--- src/rtl/usb_out_arm_pkg.sv ---
package usb_out_arm_pkg;

    typedef enum logic [1:0] {
        HS_NONE = 2'd0,
        HS_ACK  = 2'd1,
        HS_NAK  = 2'd2
    } hs_code_e;

    typedef enum logic [1:0] {
        ST_IDLE,
        ST_RECV,
        ST_DROP,
        ST_HAND
    } arm_state_e;

    typedef enum logic [1:0] {
        REG_BCNT   = 2'd0,
        REG_IRQCLR = 2'd1,
        REG_PAIR   = 2'd2
    } reg_sel_e;

endpackage

--- src/rtl/usb_out_arm_fsm.sv ---
module usb_out_arm_fsm
    import usb_out_arm_pkg::*;
#(
    parameter int EP_W = 3
) (
    input  logic            clk,
    input  logic            rst_n,
    input  logic            bus_reset,
    input  logic            tok_valid,
    input  logic [EP_W-1:0] tok_ep,
    input  logic            pkt_end,
    input  logic            crc_ok,
    input  logic            tog_ok,
    input  logic            ep_ready,
    input  logic [EP_W-1:0] tgt_ep,
    output logic            store_en,
    output logic [EP_W-1:0] store_ep,
    output logic            hs_valid,
    output logic [1:0]      hs_code,
    output logic            commit_v,
    output logic [EP_W-1:0] commit_ep
);

    arm_state_e      state_q, state_d;
    hs_code_e        hs_q, hs_d;
    logic [EP_W-1:0] log_q;
    logic [EP_W-1:0] phy_q;
    logic            pkt_good;

    assign pkt_good = crc_ok && tog_ok;

    // Next-state and pending handshake.
    always_comb begin
        state_d = state_q;
        hs_d    = hs_q;
        unique case (state_q)
            ST_IDLE: begin
                if (tok_valid && (tok_ep != '0)) begin
                    state_d = ep_ready ? ST_RECV : ST_DROP;
                end
            end
            ST_RECV: begin
                if (pkt_end) begin
                    state_d = ST_HAND;
                    hs_d    = pkt_good ? HS_ACK : HS_NONE;
                end
            end
            ST_DROP: begin
                if (pkt_end) begin
                    state_d = ST_HAND;
                    hs_d    = pkt_good ? HS_NAK : HS_NONE;
                end
            end
            ST_HAND: begin
                state_d = ST_IDLE;
            end
            default: state_d = ST_IDLE;
        endcase
        if (bus_reset) begin
            state_d = ST_IDLE;
        end
    end

    // State register and latched token data.
    always_ff @(posedge clk or negedge rst_n) begin
        if (!rst_n) begin
            state_q <= ST_IDLE;
            hs_q    <= HS_NONE;
            log_q   <= '0;
            phy_q   <= '0;
        end else begin
            state_q <= state_d;
            hs_q    <= hs_d;
            if ((state_q == ST_IDLE) && tok_valid) begin
                log_q <= tok_ep;
                phy_q <= tgt_ep;
            end
        end
    end

    // Outputs decoded from the state.
    always_comb begin
        store_en  = (state_q == ST_RECV);
        store_ep  = phy_q;
        hs_valid  = (state_q == ST_HAND) && (hs_q != HS_NONE);
        hs_code   = (state_q == ST_HAND) ? hs_q : HS_NONE;
        commit_v  = (state_q == ST_RECV) && pkt_end && pkt_good && !bus_reset;
        commit_ep = log_q;
    end

    // an ACK is only sent for a packet that was being stored
    assert_ack_needs_store_R3: assert property (@(posedge clk) disable iff (!rst_n)
        (hs_valid && hs_code == HS_ACK) |-> $past(store_en));

    // a NAK is only sent for a packet that was being discarded
    assert_nak_no_store_R2: assert property (@(posedge clk) disable iff (!rst_n)
        (hs_valid && hs_code == HS_NAK) |-> !$past(store_en));

    // a handshake follows packet end directly
    assert_hs_after_end_R11: assert property (@(posedge clk) disable iff (!rst_n)
        hs_valid |-> $past(pkt_end));

    // the handshake lasts one cycle
    assert_hs_single_R11: assert property (@(posedge clk) disable iff (!rst_n)
        hs_valid |=> !hs_valid);

    // a token for endpoint 0 starts no transaction
    assert_ep0_ignored_R10: assert property (@(posedge clk) disable iff (!rst_n)
        (state_q == ST_IDLE && tok_valid && tok_ep == '0) |=> (state_q == ST_IDLE));

endmodule

--- src/rtl/usb_out_arm_slot.sv ---
module usb_out_arm_slot #(
    parameter bit LO_EN    = 1'b1,
    parameter bit PAIRABLE = 1'b1
) (
    input  logic       clk,
    input  logic       rst_n,
    input  logic       clr,
    input  logic       pair_en,
    input  logic       commit_v,
    input  logic       commit_hi,
    input  logic       bc_v,
    input  logic       bc_hi,
    input  logic [1:0] irq_clr,
    output logic [1:0] ready,
    output logic       fill_hi,
    output logic [1:0] busy,
    output logic [1:0] irq
);

    localparam logic [1:0] LANE_MASK = {1'b1, LO_EN};

    logic [1:0] own_q, own_d;
    logic [1:0] irq_q, irq_d;
    logic       fp_q, fp_d;
    logic       dp_q, dp_d;
    logic       paired;

    assign paired = PAIRABLE && pair_en;

    always_comb begin
        own_d = own_q;
        fp_d  = fp_q;
        dp_d  = dp_q;
        irq_d = irq_q & ~irq_clr;
        if (commit_v) begin
            if (paired) begin
                own_d[fp_q] = 1'b0;
                fp_d        = ~fp_q;
                irq_d[0]    = 1'b1;
            end else begin
                own_d[commit_hi] = 1'b0;
                irq_d[commit_hi] = 1'b1;
            end
        end
        if (bc_v) begin
            if (paired) begin
                if (!bc_hi && !own_q[dp_q]) begin
                    own_d[dp_q] = 1'b1;
                    dp_d        = ~dp_q;
                end
            end else begin
                own_d[bc_hi] = 1'b1;
            end
        end
        own_d = own_d & LANE_MASK;
        irq_d = irq_d & LANE_MASK;
        if (clr) begin
            own_d = LANE_MASK;
            fp_d  = 1'b0;
            dp_d  = 1'b0;
            irq_d = 2'b00;
        end
    end

    always_ff @(posedge clk or negedge rst_n) begin
        if (!rst_n) begin
            own_q <= LANE_MASK;
            irq_q <= 2'b00;
            fp_q  <= 1'b0;
            dp_q  <= 1'b0;
        end else begin
            own_q <= own_d;
            irq_q <= irq_d;
            fp_q  <= fp_d;
            dp_q  <= dp_d;
        end
    end

    assign ready   = paired ? {1'b0, own_q[fp_q]} : own_q;
    assign fill_hi = paired ? fp_q : 1'b0;
    assign busy    = ready;
    assign irq     = irq_q;

    // a good packet on an unpaired endpoint clears busy and raises the interrupt
    assert_good_clears_busy_R3: assert property (@(posedge clk) disable iff (!rst_n)
        (commit_v && !paired && !clr && !bc_v) |=>
            (!busy[$past(commit_hi)] && irq[$past(commit_hi)]));

    // a byte-count write re-arms an unpaired, enabled endpoint
    assert_bc_rearms_R4: assert property (@(posedge clk) disable iff (!rst_n)
        (bc_v && !paired && !clr && (bc_hi || LO_EN)) |=> busy[$past(bc_hi)]);

    // clearing a slot drops both interrupt requests
    assert_clr_drops_irq_R7: assert property (@(posedge clk) disable iff (!rst_n)
        clr |=> (irq == 2'b00));

    // the odd half of a pair never raises an interrupt
    assert_pair_odd_quiet_R9: assert property (@(posedge clk) disable iff (!rst_n)
        paired |-> !irq_q[1]);

    // a paired packet always signals through the even endpoint
    assert_pair_irq_even_R8: assert property (@(posedge clk) disable iff (!rst_n)
        (paired && commit_v && !clr) |=> irq[0]);

endmodule

--- src/rtl/usb_out_arm_cfg.sv ---
module usb_out_arm_cfg #(
    parameter  int NUM_SLOT = 4,
    localparam int PAIR_W   = 2 * (NUM_SLOT - 1)
) (
    input  logic                clk,
    input  logic                rst_n,
    input  logic                wr_v,
    input  logic [PAIR_W-1:0]   wr_data,
    output logic [PAIR_W-1:0]   pair_q,
    output logic [NUM_SLOT-1:0] pair_en,
    output logic [NUM_SLOT-1:0] chg
);

    localparam int OUT_BASE = NUM_SLOT - 1;

    logic [PAIR_W-1:0] pair_r;

    always_ff @(posedge clk or negedge rst_n) begin
        if (!rst_n) begin
            pair_r <= '0;
        end else if (wr_v) begin
            pair_r <= wr_data;
        end
    end

    assign pair_q = pair_r;

    for (genvar k = 0; k < NUM_SLOT; k++) begin : g_slot_cfg
        if (k == 0) begin : g_fixed
            assign pair_en[k] = 1'b0;
            assign chg[k]     = 1'b0;
        end else begin : g_out
            assign pair_en[k] = pair_r[OUT_BASE+k-1];
            assign chg[k]     = wr_v && (wr_data[OUT_BASE+k-1] != pair_r[OUT_BASE+k-1]);
        end
    end

    // pairing changes only through a write
    assert_pair_only_by_write_R12: assert property (@(posedge clk) disable iff (!rst_n)
        !wr_v |=> $stable(pair_r));

endmodule

--- src/rtl/usb_out_arm_ctrl.sv ---
module usb_out_arm_ctrl
    import usb_out_arm_pkg::*;
#(
    parameter  int EP_W     = 3,
    localparam int NUM_EP   = 1 << EP_W,
    localparam int NUM_SLOT = NUM_EP / 2,
    localparam int PAIR_W   = 2 * (NUM_SLOT - 1)
) (
    input  logic              clk,
    input  logic              rst_n,
    input  logic              bus_reset,
    input  logic              tok_valid,
    input  logic [EP_W-1:0]   tok_ep,
    input  logic              pkt_end,
    input  logic              crc_ok,
    input  logic              tog_ok,
    output logic              store_en,
    output logic [EP_W-1:0]   store_ep,
    output logic              hs_valid,
    output logic [1:0]        hs_code,
    input  logic              cpu_we,
    input  logic [1:0]        cpu_sel,
    input  logic [EP_W-1:0]   cpu_ep,
    input  logic [NUM_EP-1:0] cpu_wdata,
    output logic [NUM_EP-1:0] ep_busy,
    output logic [NUM_EP-1:0] ep_irq,
    output logic [PAIR_W-1:0] pair_cfg
);

    localparam int SLOT_W = EP_W - 1;

    logic [NUM_EP-1:0]   ready_flat;
    logic [NUM_SLOT-1:0] fill_flat;
    logic [NUM_SLOT-1:0] pair_en;
    logic [NUM_SLOT-1:0] pair_chg;
    logic [SLOT_W-1:0]   tok_slot;
    logic                ep_ready;
    logic [EP_W-1:0]     tgt_ep;
    logic                commit_v;
    logic [EP_W-1:0]     commit_ep;
    logic                bc_we;
    logic                irq_we;
    logic                pair_we;

    assign tok_slot = tok_ep[EP_W-1:1];
    assign ep_ready = ready_flat[tok_ep];
    assign tgt_ep   = {tok_slot, pair_en[tok_slot] ? fill_flat[tok_slot] : tok_ep[0]};

    assign bc_we   = cpu_we && (cpu_sel == REG_BCNT);
    assign irq_we  = cpu_we && (cpu_sel == REG_IRQCLR);
    assign pair_we = cpu_we && (cpu_sel == REG_PAIR);

    usb_out_arm_fsm #(
        .EP_W (EP_W)
    ) fsm_i (
        .clk       (clk),
        .rst_n     (rst_n),
        .bus_reset (bus_reset),
        .tok_valid (tok_valid),
        .tok_ep    (tok_ep),
        .pkt_end   (pkt_end),
        .crc_ok    (crc_ok),
        .tog_ok    (tog_ok),
        .ep_ready  (ep_ready),
        .tgt_ep    (tgt_ep),
        .store_en  (store_en),
        .store_ep  (store_ep),
        .hs_valid  (hs_valid),
        .hs_code   (hs_code),
        .commit_v  (commit_v),
        .commit_ep (commit_ep)
    );

    usb_out_arm_cfg #(
        .NUM_SLOT (NUM_SLOT)
    ) cfg_i (
        .clk     (clk),
        .rst_n   (rst_n),
        .wr_v    (pair_we),
        .wr_data (cpu_wdata[PAIR_W-1:0]),
        .pair_q  (pair_cfg),
        .pair_en (pair_en),
        .chg     (pair_chg)
    );

    for (genvar k = 0; k < NUM_SLOT; k++) begin : g_slot
        localparam bit HAS_LO = (k != 0);

        usb_out_arm_slot #(
            .LO_EN    (HAS_LO),
            .PAIRABLE (HAS_LO)
        ) slot_i (
            .clk       (clk),
            .rst_n     (rst_n),
            .clr       (bus_reset || pair_chg[k]),
            .pair_en   (pair_en[k]),
            .commit_v  (commit_v && (commit_ep[EP_W-1:1] == SLOT_W'(k))),
            .commit_hi (commit_ep[0]),
            .bc_v      (bc_we && (cpu_ep[EP_W-1:1] == SLOT_W'(k))),
            .bc_hi     (cpu_ep[0]),
            .irq_clr   (irq_we ? cpu_wdata[2*k +: 2] : 2'b00),
            .ready     (ready_flat[2*k +: 2]),
            .fill_hi   (fill_flat[k]),
            .busy      (ep_busy[2*k +: 2]),
            .irq       (ep_irq[2*k +: 2])
        );
    end

endmodule

--- config.mk ---
export PLATFORM = sky130hd
export DESIGN_NAME = usb_out_arm_ctrl
export DESIGN_NICKNAME = d
export VERILOG_FILES = /design/src/rtl/usb_out_arm_pkg.sv /design/src/rtl/usb_out_arm_fsm.sv /design/src/rtl/usb_out_arm_slot.sv /design/src/rtl/usb_out_arm_cfg.sv /design/src/rtl/usb_out_arm_ctrl.sv
export SDC_FILE = /design/constraint.sdc
export NUM_CORES = 1
export LEC_CHECK = 0
export BUFFER_PORTS_ARGS = -buffer_cell sky130_fd_sc_hd__buf_2
export CAP_MARGIN = 0
export CORE_MARGIN = 2
export CORE_UTILIZATION = 53
export DETAILED_ROUTE_END_ITERATION = 16
export PLACE_DENSITY_LB_ADDON = 0.2
export SLEW_MARGIN = 20
export SYNTH_ARGS = -nofsm -noshare
export SYNTH_HDL_FRONTEND = slang
export SYNTH_SLANG_ARGS = --single-unit
--- constraint.sdc ---
create_clock -name clk -period 2.2 [get_ports clk]
set_input_delay 0.11 -clock clk [delete_from_list [all_inputs] [get_ports clk]]
set_output_delay 0.11 -clock clk [all_outputs]
set_load 0.01 [all_outputs]
==> results of run 1 <==
==> path summary, 6_finish.rpt <==
check / cells after the start / slack (ns) / endpoint / from
worst max-delay path: 6 / 0.30 / g_slot[1].slot_i.own_q[0] / fsm_i.state_q[1]
worst min-delay path: 2 / 0.06 / cfg_i.pair_q[0] / cpu_wdata[0]
worst max register to register: 6 / 0.30 / g_slot[1].slot_i.own_q[0] / fsm_i.state_q[1]
worst min register to register: 2 / 0.46 / fsm_i.hs_q[1] / fsm_i.hs_q[1]
max in group asynchronous: 2 / 1.29 / cfg_i.pair_q[4] / rst_n
min in group asynchronous: 2 / 0.43 / g_slot[1].slot_i.irq[0] / rst_n
==> sequential cells by signal, indices dropped and copies added (netlist names) <==
signal               flops
fsm_i.state_q            2
g_slot.slot_i.own_q      6
g_slot.slot_i.dp_q       3
cfg_i.pair_q             6
fsm_i.store_ep           3
g_slot.slot_i.irq        7
fsm_i.hs_q               2
g_slot.slot_i.busy       1
g_slot.slot_i.fp_q       3
fsm_i.commit_ep          1
==> where the power goes <==
part	internal (uW)	switching (uW)	leakage, uW
Clock	252	222	0.0000482
Sequential	718	121	0.000426
Combinational	268	349	0.000684
==> cell usage after synthesis (3+ instances only) <==
| cell type | number |
|---|---|
| sky130_fd_sc_hd__a211oi_1 | 3 |
| sky130_fd_sc_hd__a21oi_1 | 9 |
| sky130_fd_sc_hd__a221o_1 | 5 |
| sky130_fd_sc_hd__a22oi_1 | 3 |
| sky130_fd_sc_hd__a31oi_1 | 5 |
| sky130_fd_sc_hd__buf_2 | 5 |
| sky130_fd_sc_hd__buf_4 | 5 |
| sky130_fd_sc_hd__dfrtp_1 | 27 |
| sky130_fd_sc_hd__dfstp_2 | 7 |
| sky130_fd_sc_hd__ha_1 | 5 |
| sky130_fd_sc_hd__inv_1 | 14 |
| sky130_fd_sc_hd__mux2_2 | 7 |
| sky130_fd_sc_hd__mux2i_1 | 3 |
| sky130_fd_sc_hd__nand2_1 | 35 |
| sky130_fd_sc_hd__nand2b_1 | 3 |
| sky130_fd_sc_hd__nand3_1 | 7 |
| sky130_fd_sc_hd__nor2_1 | 15 |
| sky130_fd_sc_hd__nor3_1 | 3 |
| sky130_fd_sc_hd__o21ai_0 | 13 |
| sky130_fd_sc_hd__o21ai_1 | 3 |
| sky130_fd_sc_hd__xnor2_1 | 3 |
| sky130_fd_sc_hd__xor2_1 | 3 |
==> critical path, stage by stage, from the launching register on <==
cell and delay (ns):
sky130_fd_sc_hd__dfrtp_1 0.42, sky130_fd_sc_hd__inv_1 0.12, sky130_fd_sc_hd__ha_1 0.25, sky130_fd_sc_hd__nand4_4 0.19, sky130_fd_sc_hd__nor4b_2 0.46, sky130_fd_sc_hd__nand2_1 0.10
sky130_fd_sc_hd__a221o_1 0.30
==> area by class of cell <==
cell class | count | area [sq um]
timing repair buffer | 52 | 268
clock buffer | 7 | 86.3
clock inverter | 1 | 5.00
inverter | 14 | 52.6
sequential | 34 | 860
multi-input combinational | 168 | 1140
fill | 360 | 1440
tap | 50 | 62.6
==> cells by family after synthesis <==
kind of cell	count (synthesis)	synth area share
compound gates	53	0.169
xor+xnor	6	0.0247
flops	34	0.405
fa+ha+maj	5	0.0294
buf+inv	26	0.0612
mux	11	0.0583
simple gates	91	0.251
other cells	1	0.00177
==> per-stage QoR <==
step,area [sq um],instances,total power (uW)
after global placement,2370,317,1450
after global routing,2470,326,2060
after CTS,2470,326,1950
after detailed placement,2370,317,1460
after floorplan,2130,228,1270
final,2470,326,1930
==> layer usage <==
metal | wire (microns) | up-vias | global-route usage
li1 | - | 902 | -
met1 | 2130 | 860 | 0.315
met2 | 2350 | 59 | 0.408
met3 | 269 | 7 | 0.0367
met4 | 70 | 0 | 0.0944
met5 | 0 | - | 0
==> metrics.md, run 1 <==
| Metric | Value |
|---|---|
| Fraction of post-synthesis cell area in the top cell type by area | 0.318 |
| Insertion delay to the later sink of the worst-skew pair | 0.28 ns |
| Via count of the routed design | 1828 |
| P per Cell Area | approximately 780 mW/mm^2 |
| Type of the worst setup path | reg -> reg |
| Peak Freq | 527 MHz |
| Most frequent cells in the layout | 50 x sky130_fd_sc_hd__buf_2, 35 x sky130_fd_sc_hd__nand2_1, 27 x sky130_fd_sc_hd__dfrtp_1 |
| Endpoint required time on the critical path | around 2.4 ns |
| Number of flops mapped to enable cells by yosys | 0 |
| Actual transition at the worst max-transition pin | approximately 0.76 ns |
| Final period demand of the worst path | about 1.9 ns |
| Area growth from synthesis to layout | 16.4% |
| Clock buffer count from CTS | 5 |
| Post-Route WL | approximately 4.8 mm |
| Wire length of the first global-routing pass | about 8.3 mm |
| Total clock sinks | 34 |
| Avg WL per Cell | between 10 and 15 microns |
| Result of the run | finished, final reports clean |
| Endpoint kind of the worst setup timing path | flip-flop |
| Hold Path Class | in -> reg |
| Max-cap violation count | 0 |
| Maximum VDD drop | 0.378 mV |
| Final core area utilization | 0.632 |
| Top area cells in the synthesized netlist | sky130_fd_sc_hd__dfrtp_1 32%, sky130_fd_sc_hd__dfstp_2 8.7%, sky130_fd_sc_hd__nand2_1 6.2%, sky130_fd_sc_hd__mux2_2 3.7%, sky130_fd_sc_hd__o21ai_0 3.1% |
| Cell area after technology mapping | between 0.002 and 0.0025 sq mm |
| Static Leakage | approximately 0.0012 uW |
| Half-perimeter wire length after placement | ~3.7 mm |
| Unrepaired setup endpoints after global routing | no |
| Clock Skews | ~0.0044 ns |
| Commonest non-fill, non-tap cell in the layout | sky130_fd_sc_hd__buf_2 |
| Root cell of the clock tree | sky130_fd_sc_hd__clkbuf_8 |
| Synthesized area divided by synthesized cell count | between 9 and 10 sq um |
| Top_reg_cell synth | sky130_fd_sc_hd__dfrtp_1 |
| Clock tree from TritonCTS | done |
| Die height | ~67 microns |
| Post-CTS Resized | 0 |
| Remaining antenna violation count after routing | 0 |
| Starting Density | 0.543 |
| Part of the cycle the worst path needs | 0.863 |
| Yosys warnings | 0 |
| Final Max Tran Viols | 0 |
| Count of standard-cell rows | 23 |
| Setup Slack @ Placement | 0.342 ns |
| Setup total negative slack | 0 ns |
| Largest area contributor in the netlist | sky130_fd_sc_hd__dfrtp_1 |
| Number of detailed-route iterations in the first pass | 4 |
| Max_slew headroom | 0.495 |
| CTS clock-pin slew for the worst setup and hold paths | about 0.070 ns |
| Vias per std cell | 5.61 |
| Post-synth cell types | 55 |
| Die Wd | between 60 and 70 microns |
| NumNets Final | approximately 300 |
| Top Ports | 53 |
| Fin worst setup slack | a little over 0.3 ns |
| Cell count after synthesis | between 200 and 250 |
| Setup violations, final | 0 |
| Maximum number of pins on one net before global-route repair | 35 |
| Post-synthesis async set-or-reset flop share | 1.00 |
| Port Buf Inserts | 50 |
| Core area | 0.00391 sq mm |
| Flop and latch count out of synthesis | 34 |
| Number of global-route vias before repair | approximately 1800 |
| Worst EP arrival | about 2.1 ns |
| Critical Path Start Type | flip-flop |
| Combined global-route utilization of all metal layers | 0.243 |
| Post CTS Setup Buffer Count | 0 |
| Proportion of layout cells with a drive suffix above 1 | 0.315 |
| DR DRC count | 0 |
| Number of endpoints with negative hold slack in the final report | 0 |
| Peak fanout along the critical path | 5 |
| CTS max path bufs | 2 |
| Global route overflow | 0 |
| Antenna violations before repair | 0 |
| Die area | roughly 0.0045 sq mm |
| RePlAce Congestion | around 0.90 |
| Min Hold Slack | about 0.062 ns |
| Number of design-rule violations left by the first detailed-router iteration | 90 |
| CTS hold repair buffers | 1 |
| H-tree depth reported by CTS | 2 |
| Number of antenna cells inserted | 0 |
| Sequential element share of the synthesized area | 0.405 |
(Power assumes the default switching activity.)
==> run 2: changes to the inputs <==
BUFFER_PORTS_ARGS = -buffer_cell sky130_fd_sc_hd__buf_4   (was -buffer_cell sky130_fd_sc_hd__buf_2)
CORE_UTILIZATION = 25   (was 53)
==> run 2 against run 1 <==
  * Cell area is 8.5% higher
  * Non-clock buffer count increased by 2
  * Global-route usage down 11 points
  * Register-to-register slack worse by 0.03 ns
  * Highest routed layer unchanged
  * Clock skew up 0.0033 ns
  * First-iteration DRC count shrank 3.3%
  * Fmax shrank 1.6%
  * Via count down 0.93%
  * Count of clock-buffer cells in the layout unchanged
==> metrics.md, run 2 (synthesis gave the netlist of run 1 again) <==
| Metric | Value |
|---|---|
| Result of the run | finished, final reports clean (unchanged) |
| Net switching component of the power | 720 uW (was 693 uW) |
| Insertion delay to the later sink of the worst-skew pair | 0.29 ns (was 0.28 ns) |
| Wire length of the first global-routing pass | 9.07 mm (was 8.31 mm) |
| H-tree depth reported by CTS | 2 (unchanged) |
| Static Leakage | 0.00120 uW (was 0.00116 uW) |
| Internal Pwr Total | 1300 uW (was 1240 uW) |
| Layout Cell Area excl Fill | 0.00268 sq mm (was 0.00247 sq mm) |
| Via count of the routed design | 1811 (was 1828) |
| Total clock sinks | 34 (unchanged) |
| Part of the cycle the worst path needs | 0.877 (was 0.863) |
| NumNets Final | 306 (was 304) |
| Most frequent cells in the layout | 53 x sky130_fd_sc_hd__buf_4, 35 x sky130_fd_sc_hd__nand2_1, 27 x sky130_fd_sc_hd__dfrtp_1 (was 50 x sky130_fd_sc_hd__buf_2, 35 x sky130_fd_sc_hd__nand2_1, 27 x sky130_fd_sc_hd__dfrtp_1) |
| Total placed cells including tap cells | 374 (was 317) |
| Die height | 96.2 microns (was 67.3 microns) |
| Fill cell instance count of the final layout | 868 (was 360) |
| Peak per-stage delay on the critical path | 0.46 ns (about the same) |
| Core area | 0.00822 sq mm (was 0.00391 sq mm) |
| Hold Path Class | in -> reg (unchanged) |
| Worst EP arrival | 2.15 ns (was 2.11 ns) |
| Clock buffer count from CTS | 5 (unchanged) |
| Sum of buffers and inverters on the critical path | 1 (unchanged) |
| Post-Route WL | 5.69 mm (was 4.81 mm) |
| Flip-flop count of the largest register, all copies and words added | 7 (unchanged) |
| Die Wd | 96.2 microns (was 67.3 microns) |
| Max_slew headroom | 0.672 (was 0.495) |
| Setup total negative slack | 0 ns (unchanged) |
| Root cell of the clock tree | sky130_fd_sc_hd__clkbuf_8 (unchanged) |
| Max-cap violation count | 0 (unchanged) |
| Clk pwr share | 0.242 (was 0.246) |
| Final Max Tran Viols | 0 (unchanged) |
| DR DRC count | 0 (unchanged) |
| Peak Freq | 518 MHz (was 527 MHz) |
| Critical Path Start Type | flip-flop (unchanged) |
| Post CTS Setup Buffer Count | 0 (unchanged) |
| Setup violations, final | 0 (unchanged) |
| DP Area | 0.00258 sq mm (was 0.00237 sq mm) |
| Number of antenna cells inserted | 0 (unchanged) |
| Actual transition at the worst max-transition pin | 0.486 ns (was 0.758 ns) |
| Antenna violations before repair | 0 (unchanged) |
| Setup Slack @ Placement | 0.270 ns (was 0.342 ns) |
| CTS max path bufs | 2 (unchanged) |
| Area growth from synthesis to layout | 26.2% (was 16.4%) |
| Clock Skews | 0.00769 ns (was 0.00442 ns) |
| Die area | 0.00925 sq mm (was 0.00453 sq mm) |
| Proportion of layout cells with a drive suffix above 1 | 0.320 (was 0.315) |
| Fin cells | 383 (was 326) |
| Post-layout total power | 2020 uW (was 1930 uW) |
| Top Ports | 53 (unchanged) |
| Commonest non-fill, non-tap cell in the layout | sky130_fd_sc_hd__buf_4 (was sky130_fd_sc_hd__buf_2) |
| Starting Density | 0.259 (was 0.543) |
| Switching share of total power | 0.357 (was 0.359) |
| Number of global-route vias before repair | 1794 (was 1805) |
| CTS clock-pin slew for the worst setup and hold paths | 0.08 ns (was 0.07 ns) |
| Avg WL per Cell | 14.9 microns (was 14.8 microns) |
| Register share of total power | 0.415 (was 0.435) |
| Number of detailed-route iterations in the first pass | 4 (unchanged) |
| Vias per std cell | 4.73 (was 5.61) |
| Cell-by-cell listing of the critical path | inv_1 -> ha_1 -> nand4_4 -> nor4b_2 -> nand2_1 -> a221o_1 (unchanged) |
| RePlAce Congestion | 0.767 (was 0.899) |
| Port Buf Inserts | 50 (unchanged) |
| Peak fanout along the critical path | 5 (unchanged) |
| Endpoint kind of the worst setup timing path | flip-flop (unchanged) |
| Final period demand of the worst path | 1.93 ns (was 1.90 ns) |
| Half-perimeter wire length after placement | 4.23 mm (was 3.66 mm) |
| Cell class contributing the biggest share of worst-path delay | simple AND/OR/NAND/NOR gates (unchanged) |
| Global route overflow | 0 (unchanged) |
| Unrepaired setup endpoints after global routing | no (unchanged) |
| Maximum VDD drop | 0.240 mV (was 0.378 mV) |
| Number of endpoints with negative hold slack in the final report | 0 (unchanged) |
| Proportion of power drawn by combinational gates | 0.343 (was 0.320) |
| Combined global-route utilization of all metal layers | 0.130 (was 0.243) |
| Maximum number of pins on one net before global-route repair | 35 (unchanged) |
| Remaining antenna violation count after routing | 0 (unchanged) |
| P per Cell Area | 753 mW/mm^2 (was 781 mW/mm^2) |
| Type of the worst setup path | reg -> reg (unchanged) |
| Endpoint required time on the critical path | 2.42 ns (was 2.41 ns) |
| Number of design-rule violations left by the first detailed-router iteration | 87 (was 90) |
| Count of standard-cell rows | 33 (was 23) |
| Slowest stage cell on the critical path | sky130_fd_sc_hd__nor4b_2 (unchanged) |
| Clock tree from TritonCTS | done (unchanged) |
| Fin worst setup slack | 0.270 ns (was 0.302 ns) |
-- run 2: cell count changes in the layout (fill, tap and decap cells not counted), sizes merged --
cell,delta
buf,+2
-- run 2: cell type report --
class | count | area [sq um] | area share
Tap cell | 105 | 131 | 0.0490
Sequential cell | 34 | 860 | 0.321
Clock inverter | 1 | 5.00 | 0.00187
Multi-Input combinational cell | 168 | 1140 | 0.425
Inverter | 14 | 52.6 | 0.0196
Clock buffer | 7 | 86.3 | 0.0322
Timing Repair Buffer | 54 | 408 | 0.152
-- run 2: power by group through the flow --
| stage | logic, uW | clock network (uW) | registers, uW |
|---|---|---|---|
| CTS | 701 | 505 | 840 |
| detailed placement | 696 | 0 | 851 |
| global placement | 696 | 0 | 851 |
| global route | 781 | 526 | 858 |
| finish | 692 | 489 | 838 |
| floorplan | 445 | 0 | 823 |
-- run 2: worst register-to-register path, delay by kind of cell, from the launching register on --
kind,cells,cell delay (ns)
AO/OA/AOI/OAI,1,0.30
adder cells (fa/ha/maj),1,0.27
buffers and inverters,1,0.11
flip-flops,1,0.41
AND/OR/NAND/NOR,3,0.76
-- run 2: routing by layer --
| metal | global-route usage | wire length, microns |
|---|---|---|
| met5 | 0 | 0 |
| met4 | 0.0321 | 52 |
| met3 | 0.0352 | 395 |
| met2 | 0.204 | 2550 |
| met1 | 0.178 | 2700 |
-- run 2: what timing repair did --
item	in CTS	in global routing
gates resized for setup	0	0
hold endpoints to repair	27	0
hold buffers	1	0
-- run 2: path summary, 6_finish.rpt --
path | from | endpoint | slack, ns | cells after the start
max in group asynchronous | rst_n | g_slot[1].slot_i.own_q[1] | 1.53 | 2
min in group asynchronous | rst_n | fsm_i.state_q[0] | 0.31 | 2
max | fsm_i.state_q[1] | g_slot[1].slot_i.own_q[0] | 0.27 | 6
min reg2reg | fsm_i.hs_q[1] | fsm_i.hs_q[1] | 0.47 | 2
min | cpu_wdata[0] | cfg_i.pair_q[0] | 0.04 | 2
max reg2reg | fsm_i.state_q[1] | g_slot[1].slot_i.own_q[0] | 0.27 | 6
-- run 2: stage by stage --
step / util / hold WS (ns)
2_1_floorplan: - / -0.186
3_3_place_gp: 0.314 / 0.108
3_5_place_dp: 0.314 / 0.105
4_1_cts: 0.326 / 0.0436
5_1_grt: 0.326 / 0.0474
6_report: 0.326 / 0.0440
==> run 3: changes to the inputs <==
PLACE_DENSITY = 0.44   (was unset)
PLACE_DENSITY_LB_ADDON = unset   (was 0.2)
==> run 3 against run 2 <==
  * Combinational power fell by 0.7%
  * Clock power barely moved
  * Non-clock buffer count did not move
  * Sequential power barely moved
  * Final cell count did not move
  * Sequential share of layout area did not move
  * First-iteration DRC count fell by 33%
  * Clock skew fell by 0.00088 ns
  * Critical path type unchanged
  * Critical endpoint is now g_slot[2].slot_i.own_q[1]
==> metrics.md, run 3 (synthesis gave the netlist of run 1 again) <==
| Metric | Value |
|---|---|
| Result of the run | finished, final reports clean (unchanged) |
| Part of the cycle the worst path needs | 0.868 (was 0.877) |
| Final period demand of the worst path | 1.91 ns (was 1.93 ns) |
| Setup total negative slack | 0 ns (unchanged) |
| Static Leakage | 0.00120 uW (about the same) |
| Fill cell instance count of the final layout | 879 (was 868) |
| DR DRC count | 0 (unchanged) |
| Hold Path Class | in -> reg (unchanged) |
| Antenna violations before repair | 0 (unchanged) |
| Most frequent cells in the layout | 53 x sky130_fd_sc_hd__buf_4, 35 x sky130_fd_sc_hd__nand2_1, 27 x sky130_fd_sc_hd__dfrtp_1 (unchanged) |
| Cell class contributing the biggest share of worst-path delay | simple AND/OR/NAND/NOR gates (unchanged) |
| Insertion delay to the later sink of the worst-skew pair | 0.29 ns (about the same) |
| Avg WL per Cell | 15.0 microns (was 14.9 microns) |
| H-tree depth reported by CTS | 2 (unchanged) |
| CTS max path bufs | 2 (unchanged) |
| Endpoint kind of the worst setup timing path | flip-flop (unchanged) |
| Remaining antenna violation count after routing | 0 (unchanged) |
| Setup Slack @ Placement | 0.285 ns (was 0.270 ns) |
| Worst EP arrival | 2.12 ns (was 2.15 ns) |
| Final Max Tran Viols | 0 (unchanged) |
| Post CTS Setup Buffer Count | 0 (unchanged) |
| Number of global-route vias before repair | 1821 (was 1794) |
| Peak per-stage delay on the critical path | 0.41 ns (was 0.46 ns) |
| Actual transition at the worst max-transition pin | 0.514 ns (was 0.486 ns) |
| Max_slew headroom | 0.654 (was 0.672) |
| Switching share of total power | 0.359 (was 0.357) |
| Half-perimeter wire length after placement | 4.25 mm (was 4.23 mm) |
| Net switching component of the power | 724 uW (was 720 uW) |
| Count of cells along the worst register-to-register path | 6 (unchanged) |
| Clock buffer count from CTS | 5 (unchanged) |
| Clock tree from TritonCTS | done (unchanged) |
| RePlAce Congestion | 0.763 (was 0.767) |
| Critical Path Start Type | flip-flop (unchanged) |
| Vias per std cell | 4.74 (was 4.73) |
| Die height | 96.2 microns (unchanged) |
| P per Cell Area | 753 mW/mm^2 (about the same) |
| Total clock sinks | 34 (unchanged) |
| Final core area utilization | 0.326 (unchanged) |
| Clock Skews | 0.00681 ns (was 0.00769 ns) |
| Internal Pwr Total | 1290 uW (was 1300 uW) |
| Number of antenna cells inserted | 0 (unchanged) |
| Fin worst setup slack | 0.290 ns (was 0.270 ns) |
| Number of design-rule violations left by the first detailed-router iteration | 58 (was 87) |
| Commonest non-fill, non-tap cell in the layout | sky130_fd_sc_hd__buf_4 (unchanged) |
| Type of the worst setup path | reg -> reg (unchanged) |
| Hold Crit Depth | 2 (unchanged) |
| Sum of buffers and inverters on the critical path | 1 (unchanged) |
| Unrepaired setup endpoints after global routing | no (unchanged) |
| Maximum VDD drop | 0.210 mV (was 0.240 mV) |
| Port Buf Inserts | 50 (unchanged) |
| Crit. path cell count | 6 (unchanged) |
| Root cell of the clock tree | sky130_fd_sc_hd__clkbuf_8 (unchanged) |
| Cell-by-cell listing of the critical path | inv_1 -> ha_1 -> nand4_4 -> nor4b_4 -> a31oi_1 -> a311o_1 (was inv_1 -> ha_1 -> nand4_4 -> nor4b_2 -> nand2_1 -> a221o_1) |
| Post-Route WL | 5.75 mm (was 5.69 mm) |
| Endpoint required time on the critical path | 2.41 ns (was 2.42 ns) |
| Maximum number of pins on one net before global-route repair | 35 (unchanged) |
| Proportion of layout cells with a drive suffix above 1 | 0.320 (unchanged) |
| Proportion of power drawn by combinational gates | 0.340 (was 0.343) |
| Starting Density | 0.259 (unchanged) |
| Setup violations, final | 0 (unchanged) |
| Via count of the routed design | 1815 (was 1811) |
| Die Wd | 96.2 microns (unchanged) |
| Top Ports | 53 (unchanged) |
| Peak fanout along the critical path | 5 (unchanged) |
| Global route overflow | 0 (unchanged) |
| Core area | 0.00822 sq mm (unchanged) |
| Count of standard-cell rows | 33 (unchanged) |
| Number of endpoints with negative hold slack in the final report | 0 (unchanged) |
| Flip-flop count of the largest register, all copies and words added | 7 (unchanged) |
| Post-CTS Resized | 0 (unchanged) |
| Max-cap violation count | 0 (unchanged) |
| Area growth from synthesis to layout | 26.2% (unchanged) |
| Register share of total power | 0.417 (was 0.415) |
| Die area | 0.00925 sq mm (unchanged) |
| Combined global-route utilization of all metal layers | 0.134 (was 0.130) |
| NumNets Final | 306 (unchanged) |
| CTS hold repair buffers | 1 (unchanged) |
| Slowest stage cell on the critical path | sky130_fd_sc_hd__dfrtp_1 (was sky130_fd_sc_hd__nor4b_2) |
| Wire length of the first global-routing pass | 9.47 mm (was 9.07 mm) |
| Register-to-register setup slack | 0.29 ns (was 0.27 ns) |
| Clk pwr share | 0.243 (was 0.242) |
| CTS clock-pin slew for the worst setup and hold paths | 0.07 ns (was 0.08 ns) |
| Number of detailed-route iterations in the first pass | 4 (unchanged) |
| Peak Freq | 524 MHz (was 518 MHz) |
==> run 3: cell counts in the layout (fill, tap and decap cells not counted) <==
No cell type changed its count.
==> run 3: path summary, 6_finish.rpt <==
check | to | startpoint
max in group asynchronous | g_slot[2].slot_i.own_q[0] | rst_n
setup / recovery | g_slot[2].slot_i.own_q[1] | fsm_i.state_q[1]
hold reg to reg | fsm_i.hs_q[1] | fsm_i.hs_q[1]
min in group asynchronous | g_slot[1].slot_i.dp_q | rst_n
setup reg to reg | g_slot[2].slot_i.own_q[1] | fsm_i.state_q[1]
hold / removal | cfg_i.pair_q[0] | cpu_wdata[0]
==> run 3: metrics by stage <==
step,instance area [sq um],total power (uW),instances,hold slack (ns)
3_5_place_dp,2580,1540,374,0.111
5_1_grt,2680,2180,383,0.0338
3_3_place_gp,2580,1550,374,0.105
6_report,2680,2020,383,0.0433
2_1_floorplan,2130,1270,228,-0.186
4_1_cts,2680,2050,383,0.0339
==> run 3: final cells by class <==
class                           count  area [sq um]  share of cell area
Multi-Input combinational cell    168          1140               0.425
Timing Repair Buffer               54           408               0.152
Sequential cell                    34           860               0.321
Clock buffer                        7          86.3              0.0322
Inverter                           14          52.6              0.0196
Tap cell                          105           131              0.0490
Clock inverter                      1          5.00             0.00187
==> run 3: layer usage <==
metal	part of all wire	GRT usage
met3	0.056	0.0298
met2	0.44	0.204
met1	0.49	0.187
met5	0	0
met4	0.014	0.0429
==> run 3: power by group through the flow <==
stage               sequential (uW)  combinational [uW]  clock (uW)
detailed placement              855                 689           0
finish                          841                 687         490
global placement                856                 694           0
floorplan                       823                 445           0
CTS                             843                 694         514
global route                    863                 777         539
